===== src/rtl/uart_pkg.sv =====
package uart_pkg;
  localparam int FRAME_W = 9;

  typedef enum logic [1:0] {TX_IDLE, TX_START, TX_DATA, TX_STOP} tx_state_e;
  typedef enum logic [1:0] {RX_IDLE, RX_START, RX_DATA, RX_STOP} rx_state_e;

  function automatic int trig_level(input logic [1:0] sel);
    case (sel)
      2'd0:    return 1;
      2'd1:    return 4;
      2'd2:    return 8;
      default: return 14;
    endcase
  endfunction
endpackage


===== src/rtl/uart_baud_gen.sv =====
module uart_baud_gen #(
  parameter int PRE_W  = 16,
  parameter int FRAC_W = 4
) (
  input  logic              clk_i,
  input  logic              rst_ni,
  input  logic [PRE_W-1:0]  prescale_i,
  input  logic [FRAC_W-1:0] mulval_i,
  input  logic [FRAC_W-1:0] divadd_i,
  output logic              tick_o
);
  localparam int BW = PRE_W + 1;
  localparam int AW = FRAC_W + 1;

  logic [BW-1:0] cnt_q, base, period;
  logic [AW-1:0] acc_q, acc_sum;
  logic          ext_q;

  assign base    = (prescale_i == '0) ? BW'(1) : {1'b0, prescale_i};
  assign period  = base + {{PRE_W{1'b0}}, ext_q};
  assign tick_o  = (cnt_q == period - 1'b1);
  assign acc_sum = acc_q + {1'b0, divadd_i};

  // the stretch decision is made per period by a remainder accumulator
  always_ff @(posedge clk_i or negedge rst_ni) begin
    if (!rst_ni) begin
      cnt_q <= '0;
      acc_q <= '0;
      ext_q <= 1'b0;
    end else if (tick_o) begin
      cnt_q <= '0;
      if (acc_sum >= {1'b0, mulval_i}) begin
        acc_q <= acc_sum - {1'b0, mulval_i};
        ext_q <= 1'b1;
      end else begin
        acc_q <= acc_sum;
        ext_q <= 1'b0;
      end
    end else begin
      cnt_q <= cnt_q + 1'b1;
    end
  end


  tick_space_chk: assert property (@(posedge clk_i) disable iff (!rst_ni)
    (tick_o && base != BW'(1)) |=> !tick_o);
endmodule


===== src/rtl/uart_fifo.sv =====
module uart_fifo #(
  parameter int WIDTH = 9,
  parameter int DEPTH = 16,
  parameter int CNT_W = $clog2(DEPTH) + 1
) (
  input  logic             clk_i,
  input  logic             rst_ni,
  input  logic             push_i,
  input  logic [WIDTH-1:0] data_i,
  input  logic             pop_i,
  output logic [WIDTH-1:0] data_o,
  output logic             empty_o,
  output logic             full_o,
  output logic [CNT_W-1:0] count_o
);
  localparam int PTR_W = (DEPTH > 1) ? $clog2(DEPTH) : 1;

  logic [WIDTH-1:0] mem_q [DEPTH];
  logic [PTR_W-1:0] wptr_q, rptr_q, wptr_nx, rptr_nx;
  logic [CNT_W-1:0] cnt_q;
  logic             do_push, do_pop;

  assign full_o  = (cnt_q == CNT_W'(DEPTH));
  assign empty_o = (cnt_q == '0);
  assign do_push = push_i && !full_o;
  assign do_pop  = pop_i && !empty_o;
  assign count_o = cnt_q;
  assign data_o  = mem_q[rptr_q];

  generate
    if ((DEPTH & (DEPTH - 1)) == 0) begin : g_pow2
      assign wptr_nx = wptr_q + 1'b1;
      assign rptr_nx = rptr_q + 1'b1;
    end else begin : g_wrap
      assign wptr_nx = (wptr_q == PTR_W'(DEPTH - 1)) ? '0 : wptr_q + 1'b1;
      assign rptr_nx = (rptr_q == PTR_W'(DEPTH - 1)) ? '0 : rptr_q + 1'b1;
    end
  endgenerate

  always_ff @(posedge clk_i) begin
    if (do_push) mem_q[wptr_q] <= data_i;
  end

  always_ff @(posedge clk_i or negedge rst_ni) begin
    if (!rst_ni) begin
      wptr_q <= '0;
      rptr_q <= '0;
      cnt_q  <= '0;
    end else begin
      if (do_push) wptr_q <= wptr_nx;
      if (do_pop)  rptr_q <= rptr_nx;
      case ({do_push, do_pop})
        2'b10:   cnt_q <= cnt_q + 1'b1;
        2'b01:   cnt_q <= cnt_q - 1'b1;
        default: cnt_q <= cnt_q;
      endcase
    end
  end


  empty_pop_chk: assert property (@(posedge clk_i) disable iff (!rst_ni)
    (pop_i && empty_o && !push_i) |=> empty_o);
endmodule


===== src/rtl/uart_tx.sv =====
module uart_tx import uart_pkg::*; (
  input  logic               clk_i,
  input  logic               rst_ni,
  input  logic               tick_i,
  input  logic               nine_bit_i,
  input  logic               cts_i,
  input  logic               empty_i,
  input  logic [FRAME_W-1:0] data_i,
  output logic               pop_o,
  output logic               tx_o
);
  tx_state_e          state_q;
  logic [3:0]         sub_q, bit_q, last_bit;
  logic [FRAME_W-1:0] shreg_q;

  assign last_bit = nine_bit_i ? 4'd8 : 4'd7;
  // a new frame may start from idle or straight out of a finished stop bit
  assign pop_o = tick_i && !empty_i && cts_i &&
                 (state_q == TX_IDLE || (state_q == TX_STOP && sub_q == 4'd15));

  always_comb begin
    case (state_q)
      TX_START: tx_o = 1'b0;
      TX_DATA:  tx_o = shreg_q[0];
      default:  tx_o = 1'b1;
    endcase
  end

  always_ff @(posedge clk_i or negedge rst_ni) begin
    if (!rst_ni) begin
      state_q <= TX_IDLE;
      sub_q   <= '0;
      bit_q   <= '0;
      shreg_q <= '0;
    end else if (pop_o) begin
      state_q <= TX_START;
      sub_q   <= '0;
      shreg_q <= data_i;
    end else if (tick_i) begin
      case (state_q)
        TX_START: begin
          sub_q <= sub_q + 1'b1;
          if (sub_q == 4'd15) begin
            state_q <= TX_DATA;
            bit_q   <= '0;
          end
        end
        TX_DATA: begin
          sub_q <= sub_q + 1'b1;
          if (sub_q == 4'd15) begin
            shreg_q <= shreg_q >> 1;
            if (bit_q == last_bit) state_q <= TX_STOP;
            else                   bit_q   <= bit_q + 1'b1;
          end
        end
        TX_STOP: begin
          sub_q <= sub_q + 1'b1;
          if (sub_q == 4'd15) state_q <= TX_IDLE;
        end
        default: sub_q <= '0;
      endcase
    end
  end


  tx_start_chk: assert property (@(posedge clk_i) disable iff (!rst_ni)
    pop_o |=> (state_q == TX_START) && !tx_o);

  cts_hold_chk: assert property (@(posedge clk_i) disable iff (!rst_ni)
    (!cts_i && state_q == TX_IDLE) |=> state_q == TX_IDLE);
endmodule


===== src/rtl/uart_rx.sv =====
module uart_rx import uart_pkg::*; (
  input  logic               clk_i,
  input  logic               rst_ni,
  input  logic               tick_i,
  input  logic               rx_i,
  input  logic               nine_bit_i,
  output logic               done_o,
  output logic [FRAME_W-1:0] data_o
);
  rx_state_e          state_q;
  logic [3:0]         sub_q, bit_q, last_bit;
  logic [FRAME_W-1:0] shreg_q;
  logic               ferr_q;

  assign last_bit = nine_bit_i ? 4'd8 : 4'd7;
  assign data_o   = nine_bit_i ? shreg_q : {1'b0, shreg_q[FRAME_W-1:1]};

  always_ff @(posedge clk_i or negedge rst_ni) begin
    if (!rst_ni) begin
      state_q <= RX_IDLE;
      sub_q   <= '0;
      bit_q   <= '0;
      shreg_q <= '0;
      ferr_q  <= 1'b0;
      done_o  <= 1'b0;
    end else begin
      done_o <= 1'b0;
      if (tick_i) begin
        case (state_q)
          RX_IDLE: if (!rx_i) begin
            state_q <= RX_START;
            sub_q   <= '0;
          end
          RX_START: begin
            sub_q <= sub_q + 1'b1;
            if (sub_q == 4'd7) begin
              sub_q   <= '0;
              bit_q   <= '0;
              state_q <= rx_i ? RX_IDLE : RX_DATA;  // glitch rejected at mid-start
            end
          end
          RX_DATA: begin
            sub_q <= sub_q + 1'b1;
            if (sub_q == 4'd15) begin
              shreg_q <= {rx_i, shreg_q[FRAME_W-1:1]};
              if (bit_q == last_bit) state_q <= RX_STOP;
              else                   bit_q   <= bit_q + 1'b1;
            end
          end
          default: begin
            if (sub_q != 4'd15) sub_q <= sub_q + 1'b1;
            else if (rx_i) begin
              state_q <= RX_IDLE;
              done_o  <= !ferr_q;
              ferr_q  <= 1'b0;
            end else begin
              ferr_q <= 1'b1;  // hold until the line returns high
            end
          end
        endcase
      end
    end
  end
endmodule


===== src/rtl/uart_core.sv =====
module uart_core import uart_pkg::*; #(
  parameter int FIFO_DEPTH = 16,
  parameter int PRE_W      = 16,
  parameter int FRAC_W     = 4
) (
  input  logic               clk_i,
  input  logic               rst_ni,
  input  logic               wr_en_i,
  input  logic [FRAME_W-1:0] wr_data_i,
  output logic               tx_full_o,
  input  logic               rd_en_i,
  output logic [FRAME_W-1:0] rd_data_o,
  output logic               rx_empty_o,
  input  logic               stat_rd_i,
  output logic               overrun_o,
  input  logic [PRE_W-1:0]   prescale_i,
  input  logic [FRAC_W-1:0]  mulval_i,
  input  logic [FRAC_W-1:0]  divadd_i,
  input  logic [1:0]         trig_sel_i,
  input  logic               nine_bit_i,
  input  logic               auto_addr_i,
  input  logic [7:0]         station_addr_i,
  output logic               tx_o,
  input  logic               rx_i,
  input  logic               cts_i,
  output logic               irq_o
);
  localparam int CNT_W = $clog2(FIFO_DEPTH) + 1;

  logic [1:0]         rx_sync_q, cts_sync_q;
  logic               tick, tx_pop, tx_empty, rx_done, rx_full;
  logic               auto_mode, accept_q, rx_store;
  logic [FRAME_W-1:0] tx_head, rx_data;
  logic [CNT_W-1:0]   tx_count, rx_count;

  always_ff @(posedge clk_i or negedge rst_ni) begin
    if (!rst_ni) begin
      rx_sync_q  <= 2'b11;
      cts_sync_q <= 2'b00;
    end else begin
      rx_sync_q  <= {rx_sync_q[0], rx_i};
      cts_sync_q <= {cts_sync_q[0], cts_i};
    end
  end

  uart_baud_gen #(.PRE_W(PRE_W), .FRAC_W(FRAC_W)) u_baud (
    .clk_i, .rst_ni, .prescale_i, .mulval_i, .divadd_i, .tick_o(tick));

  uart_fifo #(.WIDTH(FRAME_W), .DEPTH(FIFO_DEPTH), .CNT_W(CNT_W)) u_tx_fifo (
    .clk_i, .rst_ni, .push_i(wr_en_i), .data_i(wr_data_i), .pop_i(tx_pop),
    .data_o(tx_head), .empty_o(tx_empty), .full_o(tx_full_o), .count_o(tx_count));

  uart_tx u_tx (
    .clk_i, .rst_ni, .tick_i(tick), .nine_bit_i, .cts_i(cts_sync_q[1]),
    .empty_i(tx_empty), .data_i(tx_head), .pop_o(tx_pop), .tx_o);

  uart_rx u_rx (
    .clk_i, .rst_ni, .tick_i(tick), .rx_i(rx_sync_q[1]), .nine_bit_i,
    .done_o(rx_done), .data_o(rx_data));

  // station filter: address frames steer acceptance, never enter the queue
  assign auto_mode = nine_bit_i && auto_addr_i;
  assign rx_store  = rx_done && (!auto_mode || (!rx_data[8] && accept_q));

  always_ff @(posedge clk_i or negedge rst_ni) begin
    if (!rst_ni) begin
      accept_q  <= 1'b0;
      overrun_o <= 1'b0;
    end else begin
      if (rx_done && auto_mode && rx_data[8])
        accept_q <= (rx_data[7:0] == station_addr_i);
      if (rx_store && rx_full) overrun_o <= 1'b1;
      else if (stat_rd_i)      overrun_o <= 1'b0;
    end
  end

  uart_fifo #(.WIDTH(FRAME_W), .DEPTH(FIFO_DEPTH), .CNT_W(CNT_W)) u_rx_fifo (
    .clk_i, .rst_ni, .push_i(rx_store), .data_i(rx_data), .pop_i(rd_en_i),
    .data_o(rd_data_o), .empty_o(rx_empty_o), .full_o(rx_full), .count_o(rx_count));

  assign irq_o = int'(rx_count) >= trig_level(trig_sel_i);


  tx_full_drop_chk: assert property (@(posedge clk_i) disable iff (!rst_ni)
    (wr_en_i && tx_full_o && !tx_pop) |=> tx_count == $past(tx_count));

  irq_empty_chk: assert property (@(posedge clk_i) disable iff (!rst_ni)
    rx_empty_o |-> !irq_o);

  ovr_set_chk: assert property (@(posedge clk_i) disable iff (!rst_ni)
    (rx_store && rx_full && !stat_rd_i) |=> overrun_o);

  addr_not_stored_chk: assert property (@(posedge clk_i) disable iff (!rst_ni)
    (auto_mode && rx_done && rx_data[8]) |=>
      (rx_count == $past(rx_count)) || $past(rd_en_i));
endmodule


===== config.mk =====
export PLATFORM = sky130hd
export DESIGN_NAME = uart_core
export DESIGN_NICKNAME = d
export VERILOG_FILES = /design/src/rtl/uart_pkg.sv /design/src/rtl/uart_baud_gen.sv /design/src/rtl/uart_fifo.sv /design/src/rtl/uart_tx.sv /design/src/rtl/uart_rx.sv /design/src/rtl/uart_core.sv
export SDC_FILE = /design/constraint.sdc
export NUM_CORES = 1
export LEC_CHECK = 0
export BUFFER_PORTS_ARGS = -buffer_cell sky130_fd_sc_hd__buf_2
export CORE_ASPECT_RATIO = 1.5
export CORE_MARGIN = 2
export CORE_UTILIZATION = 35
export DETAILED_ROUTE_END_ITERATION = 10
export GPL_TIMING_DRIVEN = 1
export PLACE_DENSITY = 0.55
export SYNTH_ARGS = -nofsm -noshare
export SYNTH_HDL_FRONTEND = slang
export SYNTH_SLANG_ARGS = --single-unit

===== constraint.sdc =====
create_clock -name clk_i -period 6.8 [get_ports clk_i]
set_input_delay 1.36 -clock clk_i [delete_from_list [all_inputs] [get_ports clk_i]]
set_output_delay 1.36 -clock clk_i [all_outputs]
set_load 0.02 [all_outputs]

# ---- Word level (Yosys, flattened, before mapping)
# Memories as Yosys holds them, arrays and structs flattened.
# Cells that the tools add are included.
# Widths: inputs -> output; s select.
dict set report classes {
  add_sub_neg 17
  n_lt_le_gt_ge 2
  n_eq_ne 34
  mux 55
  bitwise_logic 3
  reduce_logical 50
}
# op count
set op_table {}
lappend op_table {{$mux 4} 13}
lappend op_table {{$mux 9} 5}
lappend op_table {{$add 4x1->4 const B} 8}
lappend op_table {{$ge 6x32->1} 1}
lappend op_table {{$mux 2} 13}
lappend op_table {{$pmux 4 s3} 2}
lappend op_table {{$pmux 5 s2} 2}
lappend op_table {{$add 17x1->17} 1}
lappend op_table {{$add 17x1->17 const B} 1}
lappend op_table {{$eq 17x17->1} 1}
lappend op_table {{$mux 17} 1}
lappend op_table {{$sub 17x1->17 const B} 1}
lappend op_table {{$logic_not 16->1} 1}
lappend op_table {{$mux 16} 1}
lappend op_table {{$pmux 4 s2} 2}
lappend op_table {{$reduce_bool 2->1} 8}
lappend op_table {{$logic_and 1x1->1} 14}
lappend op_table {{$eq 2x2->1 const B} 6}
lappend op_table {{$mux 1} 12}
lappend op_table {{$pmux 2 s3} 2}
lappend op_table {{$reduce_and 3->1} 4}
lappend op_table {{$reduce_and 6->1} 2}
lappend op_table {{$reduce_bool 4->1} 3}
lappend op_table {{$add 5x1->5 const B} 2}
lappend op_table {{other kinds (25)} 55}
dict set report word_totals {
  regBits 95
  ram_bits 288
  output_inout_bits 14
  word_cells 186
  n_memories 2
}
# memory words width read_ports rd_clocked_by_memory_dff write_ports line
set memory_table {}
lappend memory_table {u_rx_fifo.mem_q 16 9 1 0 1 uart_fifo.sv:18} ;# logic [WIDTH-1:0] mem_q [DEPTH];
lappend memory_table {u_tx_fifo.mem_q 16 9 1 0 1 uart_fifo.sv:18}

# ---- Depth between registers and ports, before layout
# Gate-level depths: netlist of run 1.
dict set report logic_depth {
  word_depth 11
  ltp_mapped 23
  ltp_nobuf 20
}

# ---- Cells and area by module
# A second synthesis of run 1 with hierarchy kept.
dict set report hier_totals {
  cells_unflattened 1217
  area_unflattened_um2 17697.0
}
# module instances cells_each area_per_inst_um2
set modules_own_cells {}
lappend modules_own_cells {{uart_fifo at u_rx_fifo} 1 361 6416.2}
lappend modules_own_cells {{uart_fifo at u_tx_fifo} 1 361 6392.4}
lappend modules_own_cells {uart_baud_gen 1 225 2088.3}
lappend modules_own_cells {uart_tx 1 123 1229.9}
lappend modules_own_cells {uart_rx 1 110 1189.9}
lappend modules_own_cells {uart_core 1 37 380.4}

# ---- Least setup slack after synthesis of run 1
# OpenSTA, ideal clock, no wires.
dict set report synth_path {
  path_type {input -> register}
  start {input port prescale_i[8]}
  end {register u_tx_fifo.cnt_q[4], in the netlist u_tx_fifo.count_o[4]}
  setup_time_ns 0.125
  arrival_time_ns 5.720
  required_time_ns 6.675
  path_slack_ns 0.955
  path_stages 23
  n_path_buf 3
  path_cell_list {clkbuf_1 or3_1 nor4_1 a21oi_1 ha_1 ha_1 or4b_1 buf_2 nor2_4 nor4b_1 nor3_1 a2111oi_4 and2_1 ha_1 clkbuf_1 xor2_1 ha_1 o21ai_0 a21oi_1 a21oi_1 xor2_1 nor2_1 xor2_1}
}
dict set report synth_via {
  elab_chain_cells 11
  word_cells_on_any_way 13
  classes_between {add/sub (2); eq/ne (3); mux (2); reduce/logical (6)}
}
# item line
set synth_rtl {}
lappend synth_rtl {{from (decl)} uart_core.sv:16} ;# input logic [PRE_W-1:0] prescale_i,
lappend synth_rtl {{$logic_not 16->1} uart_baud_gen.sv:19} ;# assign base = (prescale_i == '0) ? BW'(1) : {1'b0, prescale_i};
lappend synth_rtl {{$mux 16 (*)} uart_baud_gen.sv:19}
lappend synth_rtl {{$add 17x1->17 (*)} uart_baud_gen.sv:20} ;# assign period = base + {{PRE_W{1'b0}}, ext_q};
lappend synth_rtl {{$sub 17x1->17 (*)} uart_baud_gen.sv:21} ;# assign tick_o = (cnt_q == period - 1'b1);
lappend synth_rtl {{$eq 17x17->1 (*)} uart_baud_gen.sv:21}
lappend synth_rtl {{$logic_and 1x1->1 (*) (3 in series)} uart_tx.sv:18} ;# assign pop_o = tick_i && !empty_i && cts_i &&
lappend synth_rtl {{$logic_and 1x1->1 (*)} uart_fifo.sv:26} ;# assign do_pop = pop_i && !empty_o;
lappend synth_rtl {{named net u_tx_fifo.do_pop} uart_fifo.sv:21} ;# logic do_push, do_pop;
lappend synth_rtl {{$eq 2x1->1 or $eq 2x2->1 (tied branches)} uart_fifo.sv:52} ;# case ({do_push, do_pop})
lappend synth_rtl {{$pmux 5 s2 or $reduce_bool 2->1 (tied branches)} n/a}
lappend synth_rtl {{to (signal assigned)} uart_fifo.sv:53} ;# 2'b10: cnt_q <= cnt_q + 1'b1;
lappend synth_rtl {{to (signal assigned)} uart_fifo.sv:54} ;# 2'b01: cnt_q <= cnt_q - 1'b1;
lappend synth_rtl {{to (signal assigned)} uart_fifo.sv:55} ;# default: cnt_q <= cnt_q;
lappend synth_rtl {{to (decl)} uart_fifo.sv:20} ;# logic [CNT_W-1:0] cnt_q;
# Mark *: on every way through the listed nets, which the timed path passes. The rest lies on a longest branch.
# A chain may end at the register's enable or synchronous reset.

# ---- Worst setup path after layout of run 1
dict set report layout_path {
  start {input port prescale_i[11]}
  end {register u_tx_fifo.cnt_q[4], in the netlist u_tx_fifo.count_o[4]}
}
# The elaborated chain is that of the path after synthesis.

==> results of run 1 <==
[area by class of cell]
type,count,area share [%]
clock inverters,24,1.310
repair buffers,90,2.619
inverters,40,0.7629
well taps,656,4.171
flip-flops and latches,383,56.06
clock buffers,47,5.271
multi-input cells,646,29.81
[worst max-delay path by stage]
stage / start / end / slack [ns] / cells after the start
3_5_place_dp: prescale_i[11] / u_tx_fifo.count_o[4]$_DFFE_PN0P_ / 0.57 / 21
6_report: prescale_i[11] / u_tx_fifo.count_o[4]$_DFFE_PN0P_ / 1.09 / 21
5_1_grt: prescale_i[11] / u_tx_fifo.count_o[4]$_DFFE_PN0P_ / 0.58 / 21
3_3_place_gp: prescale_i[11] / u_tx_fifo.count_o[4]$_DFFE_PN0P_ / 0.65 / 21
4_1_cts: prescale_i[11] / u_tx_fifo.count_o[4]$_DFFE_PN0P_ / 1.10 / 21
2_1_floorplan: prescale_i[8] / u_tx_fifo.count_o[4]$_DFFE_PN0P_ / 0.96 / 23
[logic make-up (layout without fill, tap and decap cells)]
| kind of cell | Yosys count | in the layout | synth area share [%] |
|---|---|---|---|
| compound gates | 147 | 147 | 5.714 |
| xor+xnor | 69 | 69 | 3.502 |
| fa+ha+maj | 49 | 49 | 3.683 |
| buf+inv | 90 | 201 | 2.146 |
| simple gates | 262 | 262 | 8.121 |
| flops | 383 | 383 | 63.91 |
| mux | 119 | 119 | 12.93 |
[per-layer routing]
metal  GRT usage (%)  vias up  part of all wire [%]
met2           29.05      162                    56
met1           16.57     4873                    39
met5               0        -                     0
met4           4.156        0                   2.2
li1                -     4481                     -
met3           2.209       61                   3.1
[per-stage QoR]
stage          power, mW  instance area [µm²]  std cells  util (%)  hold slack [ns]
6_report           5.692                19680       1886     40.43           0.3528
5_1_grt            5.951                19680       1886     40.43           0.3681
4_1_cts            5.784                19680       1886     40.43           0.3527
3_5_place_dp       3.592                18390       1815     37.77           0.3410
3_3_place_gp       3.576                18390       1815     37.77           0.3409
2_1_floorplan      3.336                17260       1119         -           0.3312
[synthesized netlist by cell type, drive strengths merged, types with 14 or more instances]
cell,n,area share [%]
edfxtp,288,50
nor2,65,1.5
o21ai,43,1.2
buf,21,0.65
a21oi,24,0.70
dfrtp,93,13
mux2i,17,0.99
mux2,21,1.4
xor2,38,1.9
mux4,81,11
nand3,27,0.78
and3,14,0.54
xnor2,31,1.6
nor3,18,0.52
inv,40,0.87
nand2,50,1.1
clkbuf,29,0.63
ha,46,3.3
[registers in the layout, indices dropped and copies added (netlist names), 4 cells and up]
register and count:
u_baud.acc_q 5, u_tx_fifo.count_o 5, u_tx_fifo.wptr_q 4, u_rx.bit_q 4, u_tx.shreg_q 9, u_rx_fifo.count_o 5, u_tx_fifo.mem_q 144, u_rx_fifo.rptr_q 4
u_baud.cnt_q 17, u_tx.bit_q 4, u_rx_fifo.mem_q 144, u_rx.sub_q 4, u_rx_fifo.wptr_q 4, u_rx.shreg_q 9, u_tx.sub_q 4, u_tx_fifo.rptr_q 4
[power groups by stage]
stage          Clock [mW]  Sequential [mW]  Combinational [mW]
2_1_floorplan           0             2.75               0.583
3_3_place_gp            0             2.86               0.719
3_5_place_dp            0             2.86               0.732
4_1_cts              2.23             2.81               0.737
5_1_grt              2.32             2.83               0.800
6_report             2.17             2.81               0.716
[cells in the final DEF, fill, tap and decap left out, types with 8 or more instances in the layout]
| master | n |
|---|---|
| sky130_fd_sc_hd__clkbuf_16 | 40 |
| sky130_fd_sc_hd__a21o_1 | 10 |
| sky130_fd_sc_hd__dfrtp_1 | 90 |
| sky130_fd_sc_hd__o211ai_1 | 8 |
| sky130_fd_sc_hd__buf_4 | 26 |
| sky130_fd_sc_hd__mux2_2 | 21 |
| sky130_fd_sc_hd__a21oi_1 | 24 |
| sky130_fd_sc_hd__edfxtp_1 | 288 |
| sky130_fd_sc_hd__inv_1 | 39 |
| sky130_fd_sc_hd__xnor2_1 | 31 |
| sky130_fd_sc_hd__mux4_2 | 81 |
| sky130_fd_sc_hd__xor2_1 | 38 |
| sky130_fd_sc_hd__nor2_1 | 63 |
| sky130_fd_sc_hd__ha_1 | 46 |
| sky130_fd_sc_hd__a2bb2oi_1 | 8 |
| sky130_fd_sc_hd__nor2b_1 | 8 |
| sky130_fd_sc_hd__buf_2 | 64 |
| sky130_fd_sc_hd__nand3_1 | 27 |
| sky130_fd_sc_hd__nor4_1 | 9 |
| sky130_fd_sc_hd__nand2_1 | 50 |
| sky130_fd_sc_hd__nand4_1 | 13 |
| sky130_fd_sc_hd__nand2b_1 | 12 |
| sky130_fd_sc_hd__clkinv_1 | 10 |
| sky130_fd_sc_hd__o21ai_0 | 40 |
| sky130_fd_sc_hd__and3_1 | 13 |
| sky130_fd_sc_hd__mux2i_1 | 17 |
| sky130_fd_sc_hd__o22ai_1 | 9 |
| sky130_fd_sc_hd__nor3_1 | 18 |
==> results.tsv, run 1 <==
stage	metric	value	unit
critical_path	path_cells	buf_2 > or3_1 > nor4_1 > a21oi_1 > ha_1 > ha_1 > or4b_1 > nor2_4 > nor4b_1 > nor3_1 > a2111oi_4 > and2_1 > ha_1 > xor2_1 > ha_1 > o21ai_0 > a21oi_1 > a21oi_1 > xor2_1 > nor2_1 > xor2_1	
logic_synthesis	cell_area_synth	0.01726	mm²
power	pwr-share-clk	38.1	%
worst_hold_path	hold_path_depth	0	
global_routing	antenna_violations_before_repair	0	
critical_path	cp.arrival	6.14	ns
critical_path	crit_path_end_kind	register	
job	drv.max_cap_violation_count	0	
logic_synthesis	synthesis.yosys.warnings	0	
drt	detail_route.wirelength	36960	µm
critical_path	reg2reg_slack	2.49	ns
place	hpwlAfterDp	24720	µm
cells_and_area	final_layout_size_suffix_gt1_share	21.95	%
critical_path	r2r_end	u_tx_fifo.count_o[4]$_DFFE_PN0P_	
sta	report.final.setup_viol	0	
power	worst_ir_drop_vdd	0.0001966	V
clock_network	cts.root.buffer_cell	sky130_fd_sc_hd__clkbuf_16	
place	port_buffers	65	
drt	dr.first_iter.drc_count	397	
critical_path	timing.critical_path.from_type	input pin	
clock_network	htree_levels	2	
logic_synthesis	synthesis.instances	1119	
floorplanning	design.core.area	0.04868	mm²
critical_path	cp_peak_stage_delay	0.46	ns
place	globalplace.congestion	0.8499	
cells_and_area	finalNetCount	1301	
critical_path	cell_type_with_the_highest_occurrence_count_on_the_critical_path	sky130_fd_sc_hd__ha_1	
logic_synthesis	synth_top_flop_cell	sky130_fd_sc_hd__edfxtp_1	
clock_network	clk_pin_slew_worst_paths	0.06	ns
sta	period_needed	5.713	ns
drt	via_per_inst	5.078	
cells_and_area	fillCellCount	4496	
clock_network	cts_resized	0	
logic_synthesis	yosys_register_bits	383	
logic_synthesis	post_synth_num_cell_types	76	
global_routing	grt_pass1_wl	57900	µm
logic_synthesis	synth_async_reset_ratio	24.80	%
logic_synthesis	synth-edff-count	288	
drt	drtPass1Iterations	4	
clock_network	cts.hold.buffers_added	0	
power	int_power	4.252	mW
sta	setup_tns	0	ns
cells_and_area	diodes	0	
global_routing	number_of_global_route_vias_before_repair	10060	
floorplanning	die-height	276.0	µm
critical_path	critPathSlowestCell	sky130_fd_sc_hd__nor4b_1	
power	swShare	25.29	%
power	cellLeakagePower	6.615	nW
sta	post-route-period-util	84.02	%
power	comb_power_share	12.6	%
worst_hold_path	holdPathEnd	cts_sync_q[1]$_DFF_PN0_	
sta	final.setup.worst_slack	1.087	ns
run_status	run_status	completed	
worst_hold_path	hold_path_class	reg2reg	
floorplanning	top_level_ports	66	
clock_network	clock_tree.buffer_depth	3	
logic_synthesis	mappedNetlistNets	1220	
floorplanning	rows	99	
critical_path	crit_family	simple AND/OR/NAND/NOR gates	
sta	fmax	175.0	MHz
global_routing	globalRouteOverflowTotal	0	
sta	slew-limit-headroom	22.06	%
critical_path	timing_worst_setup_path_type	in2reg	
clock_network	tritoncts.num_buffers	39	
clock_network	tritoncts	built	
drt	antenna_left	0	
sta	rsz0062_at_grt	no	
place	place_worst_setup_slack	0.5726	ns
critical_path	path_buf_inv	1	
floorplanning	die_area	0.05113	mm²
power	power_per_cell_area	289.2	mW/mm²
clock_network	insertion_delay	0.54	ns
cells_and_area	syn_to_final_growth	14.04	%
drt	routedWlPerCell	19.60	µm
power	seq_power_share	49.3	%
sta	final.setup_skew	0.02127	ns
critical_path	crit-reg2reg-launch	u_baud.ext_q$_DFFE_PN0N_	
clock_network	clock_sinks	383	
critical_path	critical_path_required	7.22	ns
floorplanning	initial_utilization	35.45	%
logic_synthesis	synth.avg_cell_area	15.42	µm²
floorplanning	floorplan.die.width	185.3	µm
sta	tightest_slew	1.165	ns
sta	report.final.slew_viol_count	0	
global_routing	gr-usage-all-layers	14.89	%
power	total_switching_power	1.439	mW
critical_path	crit_fanout	9	
cells_and_area	area.sequential	0.01103	mm²
critical_path	timing.reg2reg.worst_path_depth	18	
logic_synthesis	synth-seq-area-share	63.91	%
drt	detailroute.via_count	9577	
global_routing	pin_count_of_the_biggest_net_entering_global_routing	50	
sta	timing.final.hold_violations	0	
clock_network	cts_post_setup_buffers_inserted	0	
cells_and_area	multiInputGateArea	0.005867	mm²
worst_hold_path	worst_hold_startpoint	cts_sync_q[0]$_DFF_PN0_	
drt	drc	0	
Power figures use the tool's default switching activity.
==> inputs of run 2 (changes only) <==
- ABC_AREA: not set -> 1
- PLACE_DENSITY: 0.55 -> 0.57
- clock period: 6.8 -> 5.1 ns (I/O delays scaled with it)
==> results.tsv, run 2 <==
stage	metric	value	unit	change
floorplanning	die_area	0.05258	mm²	was 0.05113 mm²
logic_synthesis	mappedNetlistNets	1741		was 1220
power	int_power	5.180	mW	was 4.252 mW
clock_network	cts_post_setup_buffers_inserted	0		unchanged
clock_network	tritoncts.num_buffers	38		was 39
critical_path	crit_fanout	5		was 9
sta	final.setup_skew	0.02056	ns	was 0.02127 ns
worst_hold_path	worst_hold_startpoint	cts_sync_q[0]$_DFF_PN0_		unchanged
place	placement.cell_area	0.01884	mm²	was 0.01839 mm²
cells_and_area	biggestRegsByFlops	u_rx_fifo.mem_q x144, u_tx_fifo.mem_q x144, u_baud.cnt_q x17		unchanged
clock_network	clock_sinks	383		unchanged
cells_and_area	diodes	0		unchanged
sta	fmax	222.6	MHz	
power	swShare	23.90	%	was 25.29%
floorplanning	top_level_ports	66		unchanged
place	hpwlAfterDp	27850	µm	was 24720 µm
logic_synthesis	synth.largest_area_cell	sky130_fd_sc_hd__edfxtp_1		unchanged
critical_path	r2r_end	u_tx_fifo.count_o[4]$_DFFE_PN0P_		unchanged
critical_path	critPathSlowestCell	sky130_fd_sc_hd__ha_1		was sky130_fd_sc_hd__nor4b_1
clock_network	cts.hold.buffers_added	0		unchanged
logic_synthesis	main_combinational_cell_family_by_area_after_synthesis	simple AND/OR/NAND/NOR gates		was multiplexers
critical_path	timing.critical_path.from_type	input pin		unchanged
clock_network	tritoncts	built		unchanged
critical_path	crit_family	simple AND/OR/NAND/NOR gates		unchanged
drt	routedWlPerCell	17.01	µm	was 19.60 µm
logic_synthesis	cell_area_synth	0.01775	mm²	was 0.01726 mm²
global_routing	antenna_violations_before_repair	0		unchanged
cells_and_area	fin_area	0.02003	mm²	was 0.01968 mm²
logic_synthesis	yosys_register_bits	383		unchanged
drt	detail_route.wirelength	40900	µm	was 36960 µm
power	power_per_cell_area	339.8	mW/mm²	was 289.2 mW/mm²
place	port_buffers	65		unchanged
drt	via_per_inst	4.980		was 5.078
power	pwr-share-clk	39.9	%	was 38.1%
critical_path	cp_peak_stage_delay	0.29	ns	was 0.46 ns
logic_synthesis	yosys.area_share.simple	15.05	%	was 8.121%
power	seq_power_share	52.8	%	was 49.3%
clock_network	cts.root.buffer_cell	sky130_fd_sc_hd__clkbuf_16		unchanged
logic_synthesis	synth.area.mux_share	1.579	%	was 12.93%
critical_path	path_buf_inv	3		was 1
global_routing	number_of_global_route_vias_before_repair	11960		was 10060
clock_network	insertion_delay	0.53	ns	was 0.54 ns
sta	tightest_slew	1.174	ns	was 1.165 ns
global_routing	grt_pass1_wl	65290	µm	was 57900 µm
logic_synthesis	synth.top_cells.by_area	sky130_fd_sc_hd__edfxtp_1, sky130_fd_sc_hd__dfrtp_1, sky130_fd_sc_hd__nand2_1		was sky130_fd_sc_hd__edfxtp_1, sky130_fd_sc_hd__dfrtp_1, sky130_fd_sc_hd__mux4_2
critical_path	critical_path_required	5.51	ns	was 7.22 ns
drt	dr.first_iter.drc_count	752		was 397
sta	report.final.setup_viol	0		unchanged
cells_and_area	final_layout_size_suffix_gt1_share	11.46	%	was 21.95%
drt	antenna_left	0		unchanged
clock_network	clk_pin_slew_worst_paths	0.06	ns	about the same
critical_path	reg2reg_slack	1.30	ns	was 2.49 ns
sta	report.final.slew_viol_count	0		unchanged
cells_and_area	most-common-layout-cells	sky130_fd_sc_hd__edfxtp_1, sky130_fd_sc_hd__nand2_1, sky130_fd_sc_hd__nor2_1		was sky130_fd_sc_hd__edfxtp_1, sky130_fd_sc_hd__dfrtp_1, sky130_fd_sc_hd__mux4_2
critical_path	cp.arrival	4.90	ns	was 6.14 ns
power	worst_ir_drop_vdd	0.0002582	V	was 0.0001966 V
global_routing	pin_count_of_the_biggest_net_entering_global_routing	81		was 50
critical_path	timing_worst_setup_path_type	in2reg		unchanged
sta	timing.final.hold_violations	0		unchanged
clock_network	cts_resized	0		unchanged
power	comb_power_share	7.4	%	was 12.6%
sta	final.setup.worst_slack	0.6083	ns	was 1.087 ns
sta	slew-limit-headroom	21.44	%	was 22.06%
cells_and_area	final_util	39.73	%	was 40.43%
floorplanning	rows	101		was 99
critical_path	timing.reg2reg.worst_path_depth	23		was 18
global_routing	gr-usage-all-layers	15.74	%	was 14.89%
cells_and_area	layout.cells.most_common	sky130_fd_sc_hd__edfxtp_1		unchanged
cells_and_area	fillCellCount	4902		was 4496
global_routing	globalRouteOverflowTotal	0		unchanged
power	total_switching_power	1.627	mW	was 1.439 mW
floorplanning	floorplan.die.width	187.9	µm	was 185.3 µm
logic_synthesis	synth.avg_cell_area	10.83	µm²	was 15.42 µm²
floorplanning	initial_utilization	35.21	%	was 35.45%
drt	detailroute.via_count	11980		was 9577
critical_path	crit-reg2reg-launch	u_baud.ext_q$_DFFE_PN0N_		unchanged
sta	setup_tns	0	ns	unchanged
sta	period_needed	4.492	ns	
drt	drtPass1Iterations	5		was 4
logic_synthesis	synth-compound-area-share	10.05	%	was 5.713%
job	drv.max_cap_violation_count	0		unchanged
logic_synthesis	post-synth-top-count-cell	sky130_fd_sc_hd__edfxtp_1		unchanged
logic_synthesis	synth_common_cells	sky130_fd_sc_hd__edfxtp_1, sky130_fd_sc_hd__nand2_1, sky130_fd_sc_hd__nor2_1		was sky130_fd_sc_hd__edfxtp_1, sky130_fd_sc_hd__dfrtp_1, sky130_fd_sc_hd__mux4_2
logic_synthesis	synth-seq-area-share	62.11	%	was 63.91%
worst_hold_path	hold_path_class	reg2reg		unchanged
logic_synthesis	yosys_top_cell_area_share	48.71	%	was 50.12%
place	place_worst_setup_slack	0.1066	ns	was 0.5726 ns
logic_synthesis	synth_top_flop_cell	sky130_fd_sc_hd__edfxtp_1		unchanged
run_status	run_status	completed		unchanged
sta	post-route-period-util	88.07	%	
logic_synthesis	synth_async_reset_ratio	24.80	%	unchanged
logic_synthesis	synth-edff-count	288		unchanged
logic_synthesis	synthesis.yosys.warnings	0		unchanged
clock_network	htree_levels	2		unchanged
worst_hold_path	hold_path_depth	0		unchanged
drt	drc	0		unchanged
sta	rsz0062_at_grt	no		unchanged
power	report.power.total	6.807	mW	was 5.692 mW
clock_network	clock_tree.buffer_depth	3		unchanged
cells_and_area	finalNetCount	1810		was 1301
critical_path	critPathLaunch	prescale_i[11]		unchanged
floorplanning	die-height	279.8	µm	was 276.0 µm
cells_and_area	syn_to_final_growth	12.83	%	was 14.04%
logic_synthesis	synthesis.instances	1640		was 1119
critical_path	crit_path_end_kind	register		unchanged
power	cellLeakagePower	8.020	nW	was 6.615 nW
logic_synthesis	synthXorXnorAreaFrac	2.805	%	was 3.502%
logic_synthesis	post_synthesis_adder_cell_area_fraction	3.580	%	was 3.683%
worst_hold_path	holdPathEnd	cts_sync_q[1]$_DFF_PN0_		unchanged
logic_synthesis	post_synth_num_cell_types	56		was 76
place	globalplace.congestion	0.8697		was 0.8499
critical_path	timing.critical_path.depth	26		was 21
floorplanning	design.core.area	0.05042	mm²	was 0.04868 mm²
## run 2: changes by cell type after synthesis, sizes merged, moves of 26 or more
cell    delta
nand2    +220
nor2     +152
inv      +115
o21ai    +114
mux4      -81
nand3     +44
o221ai    +37
a21oi     +26
## run 2: routing by layer
| metal | vias up | track usage [%] | part of all wire [%] |
|---|---|---|---|
| met4 | 0 | 5.047 | 2.6 |
| li1 | 5842 | - | - |
| met3 | 62 | 2.255 | 3.7 |
| met2 | 243 | 31.08 | 56 |
| met5 | - | 0 | 0 |
| met1 | 5831 | 17.04 | 38 |
## run 2: worst max-delay path by stage
stage                                       end  slack, ns
6_report       u_tx_fifo.count_o[4]$_DFFE_PN0P_       0.61
4_1_cts        u_tx_fifo.count_o[4]$_DFFE_PN0P_       0.66
3_3_place_gp   u_tx_fifo.count_o[4]$_DFFE_PN0P_       0.21
2_1_floorplan  u_tx_fifo.count_o[4]$_DFFE_PN0P_       0.54
3_5_place_dp   u_tx_fifo.count_o[4]$_DFFE_PN0P_       0.11
5_1_grt        u_tx_fifo.count_o[4]$_DFFE_PN0P_       0.27
## run 2: through the flow
step	hold WS, ns	cells
3_5_place_dp	0.3381	2338
3_3_place_gp	0.3375	2338
4_1_cts	0.3508	2405
6_report	0.3465	2405
2_1_floorplan	0.3312	1640
5_1_grt	0.3516	2405
## run 2: power groups by stage
stage / logic (mW) / registers (mW) / clock network (mW)
CTS: 0.509 / 3.59 / 2.79
detailed placement: 0.507 / 3.66 / 0
global route: 0.573 / 3.61 / 2.90
finish: 0.501 / 3.59 / 2.71
global placement: 0.488 / 3.65 / 0
floorplan: 0.333 / 3.63 / 0
## run 2: kinds of logic (layout without fill, tap and decap cells)
logic type	after synthesis	count (layout)
buffers and inverters	218	314
and+or+nand+nor	614	614
adders and majority gates	49	49
DFF	383	383
muxes	28	28
xor gates and xnor gates	56	56
AOI/OAI and AO/OA	292	292
## run 2: cell type report
cell class | count | area [µm²] | area share [%]
multi-input combinational | 1039 | 5874 | 29.32
inverter | 159 | 598.1 | 2.985
clock buffer | 41 | 983.4 | 4.909
timing repair buffer | 88 | 500.5 | 2.498
clock inverter | 26 | 207.7 | 1.037
tap | 669 | 837.1 | 4.178
sequential | 383 | 11030 | 55.07
==> inputs of run 3 (changes only) <==
- CORE_ASPECT_RATIO: 1.5 -> 0.8
==> results.tsv, run 3 (synthesis results as in run 2) <==
stage	metric	value	unit	change
sta	slew-limit-headroom	19.75	%	was 21.44%
clock_network	insertion_delay	0.55	ns	was 0.53 ns
critical_path	cp_peak_stage_delay	0.29	ns	about the same
place	port_buffers	65		unchanged
drt	routed.top_layer	met4		unchanged
place	hpwlAfterDp	26480	µm	was 27850 µm
power	int_power	5.202	mW	was 5.180 mW
critical_path	path_buf_inv	3		unchanged
power	total_switching_power	1.644	mW	was 1.627 mW
sta	report.final.slew_viol_count	0		unchanged
cells_and_area	fin_area	0.02009	mm²	was 0.02003 mm²
job	drv.max_cap_violation_count	0		unchanged
global_routing	pin_count_of_the_biggest_net_entering_global_routing	66		was 81
power	worst_ir_drop_vdd	0.0002398	V	was 0.0002582 V
drt	routedWlPerCell	17.05	µm	was 17.01 µm
clock_network	cts_post_setup_buffers_inserted	0		unchanged
power	swShare	24.01	%	was 23.90%
critical_path	cp.arrival	4.89	ns	was 4.90 ns
power	pwr-share-clk	40.2	%	was 39.9%
sta	setup_tns	0	ns	unchanged
clock_network	clock_tree.buffer_depth	3		unchanged
power	report.power.total	6.845	mW	was 6.807 mW
drt	detailroute.via_count	11930		was 11980
clock_network	cts.root.buffer_cell	sky130_fd_sc_hd__clkbuf_16		unchanged
clock_network	clock_sinks	383		unchanged
floorplanning	rows	73		was 101
cells_and_area	most-common-layout-cells	sky130_fd_sc_hd__edfxtp_1, sky130_fd_sc_hd__nand2_1, sky130_fd_sc_hd__nor2_1		unchanged
global_routing	antenna_violations_before_repair	0		unchanged
clock_network	tritoncts	built		unchanged
drt	drc	0		unchanged
drt	via_per_inst	4.939		was 4.980
floorplanning	floorplan.die.width	255.8	µm	was 187.9 µm
sta	tightest_slew	1.199	ns	was 1.174 ns
global_routing	gr-usage-all-layers	15.78	%	was 15.74%
global_routing	grt_pass1_wl	65310	µm	was 65290 µm
cells_and_area	syn_to_final_growth	13.13	%	was 12.83%
clock_network	cts.hold.buffers_added	0		unchanged
critical_path	timing_worst_setup_path_type	in2reg		unchanged
sta	post-route-period-util	87.57	%	was 88.07%
cells_and_area	finalNetCount	1813		was 1810
sta	report.final.setup_viol	0		unchanged
power	power_per_cell_area	340.8	mW/mm²	was 339.8 mW/mm²
cells_and_area	biggestRegsByFlops	u_rx_fifo.mem_q x144, u_tx_fifo.mem_q x144, u_baud.cnt_q x17		unchanged
power	seq_power_share	52.4	%	was 52.8%
floorplanning	initial_utilization	35.60	%	was 35.21%
sta	final.setup_skew	0.02387	ns	was 0.02056 ns
drt	wl_met2	18900	µm	was 22940 µm
place	placement.cell_area	0.01886	mm²	was 0.01884 mm²
floorplanning	top_level_ports	66		unchanged
power	comb_power_share	7.3	%	was 7.4%
power	cellLeakagePower	8.036	nW	was 8.020 nW
place	globalplace.congestion	0.8617		was 0.8697
clock_network	cts_resized	0		unchanged
sta	period_needed	4.466	ns	was 4.492 ns
critical_path	timing.critical_path.from_type	input pin		unchanged
worst_hold_path	hold_path_class	reg2reg		unchanged
critical_path	crit_path_end_kind	register		unchanged
clock_network	tritoncts.num_buffers	41		was 38
floorplanning	die_area	0.05256	mm²	was 0.05258 mm²
global_routing	globalRouteOverflowTotal	0		unchanged
critical_path	cell_type_with_the_highest_occurrence_count_on_the_critical_path	sky130_fd_sc_hd__ha_1		
floorplanning	die-height	205.5	µm	was 279.8 µm
critical_path	crit_family	simple AND/OR/NAND/NOR gates		unchanged
sta	rsz0062_at_grt	no		unchanged
floorplanning	design.core.area	0.04987	mm²	was 0.05042 mm²
cells_and_area	layout.cells.most_common	sky130_fd_sc_hd__edfxtp_1		unchanged
run_status	run_status	completed		unchanged
drt	met3_length	1947	µm	was 1514 µm
critical_path	crit_fanout	7		was 5
global_routing	number_of_global_route_vias_before_repair	11670		was 11960
sta	fmax	223.9	MHz	was 222.6 MHz
critical_path	critPathSlowestCell	sky130_fd_sc_hd__xor2_1		was sky130_fd_sc_hd__ha_1
drt	drtPass1Iterations	5		unchanged
critical_path	critical_path_required	5.53	ns	was 5.51 ns
clock_network	clk_pin_slew_worst_paths	0.07	ns	was 0.06 ns
cells_and_area	final_layout_size_suffix_gt1_share	11.32	%	was 11.46%
drt	antenna_left	0		unchanged
drt	detail_route.wirelength	41180	µm	was 40900 µm
clock_network	htree_levels	2		unchanged
drt	met1Wirelength	19770	µm	was 15380 µm
drt	dr.first_iter.drc_count	1071		was 752
cells_and_area	diodes	0		unchanged
sta	timing.final.hold_violations	0		unchanged
==> run 3: layout make-up <==
class / count / area, µm²
repair buffers: 88 / 513.0
inverters: 159 / 598.1
clock buffers: 47 / 1049
flip-flops and latches: 383 / 11030
fillers: 4802 / 29780
clock inverters: 24 / 175.2
well taps: 675 / 844.6
multi-input cells: 1039 / 5874
==> run 3: worst reg2reg max path, delay by kind of cell (launching register included) <==
kind / cells / cell delay (ns)
simple gates: 7 / 0.75
xor+xnor: 3 / 0.59
flops: 1 / 0.38
compound gates: 5 / 0.65
fa+ha+maj: 4 / 0.98
buf+inv: 3 / 0.26
==> run 3: path summary, 6_finish.rpt <==
path	start	endpoint	slack, ns	depth (start not counted)
setup reg to reg	u_baud.ext_q$_DFFE_PN0N_	u_tx_fifo.count_o[4]$_DFFE_PN0P_	1.36	22
hold reg to reg	cts_sync_q[0]$_DFF_PN0_	cts_sync_q[1]$_DFF_PN0_	0.36	0
min in group asynchronous	rst_ni	u_baud.cnt_q[5]$_DFF_PN0_	0.54	1
setup / recovery	prescale_i[9]	u_tx_fifo.count_o[4]$_DFFE_PN0P_	0.63	26
hold / removal	cts_sync_q[0]$_DFF_PN0_	cts_sync_q[1]$_DFF_PN0_	0.36	0
max in group asynchronous	rst_ni	rx_sync_q[1]$_DFF_PN1_	3.53	2
==> run 3: power by group through the flow <==
stage | Clock [mW] | Sequential, mW | Combinational, mW
after global placement | 0 | 3.65 | 0.491
after global routing | 2.94 | 3.61 | 0.568
after floorplan | 0 | 3.63 | 0.333
final | 2.75 | 3.59 | 0.500
after CTS | 2.81 | 3.59 | 0.507
after detailed placement | 0 | 3.65 | 0.504
==> run 3: routing by layer <==
metal | global-route usage (%) | up-vias
met1 | 22.44 | 5794
li1 | - | 5856
met2 | 25.69 | 230
met3 | 2.550 | 47
met5 | 0 | -
met4 | 3.008 | 0
==> run 3: per-stage QoR <==
step,utilization (%),hold slack [ns],setup slack [ns],std cells
3_5_place_dp,37.82,0.3410,0.1079,2344
4_1_cts,40.28,0.3667,0.6603,2415
6_report,40.28,0.3635,0.6340,2415
5_1_grt,40.28,0.3718,0.2850,2415
3_3_place_gp,37.82,0.3421,0.1874,2344
2_1_floorplan,-,0.3312,0.5370,1640
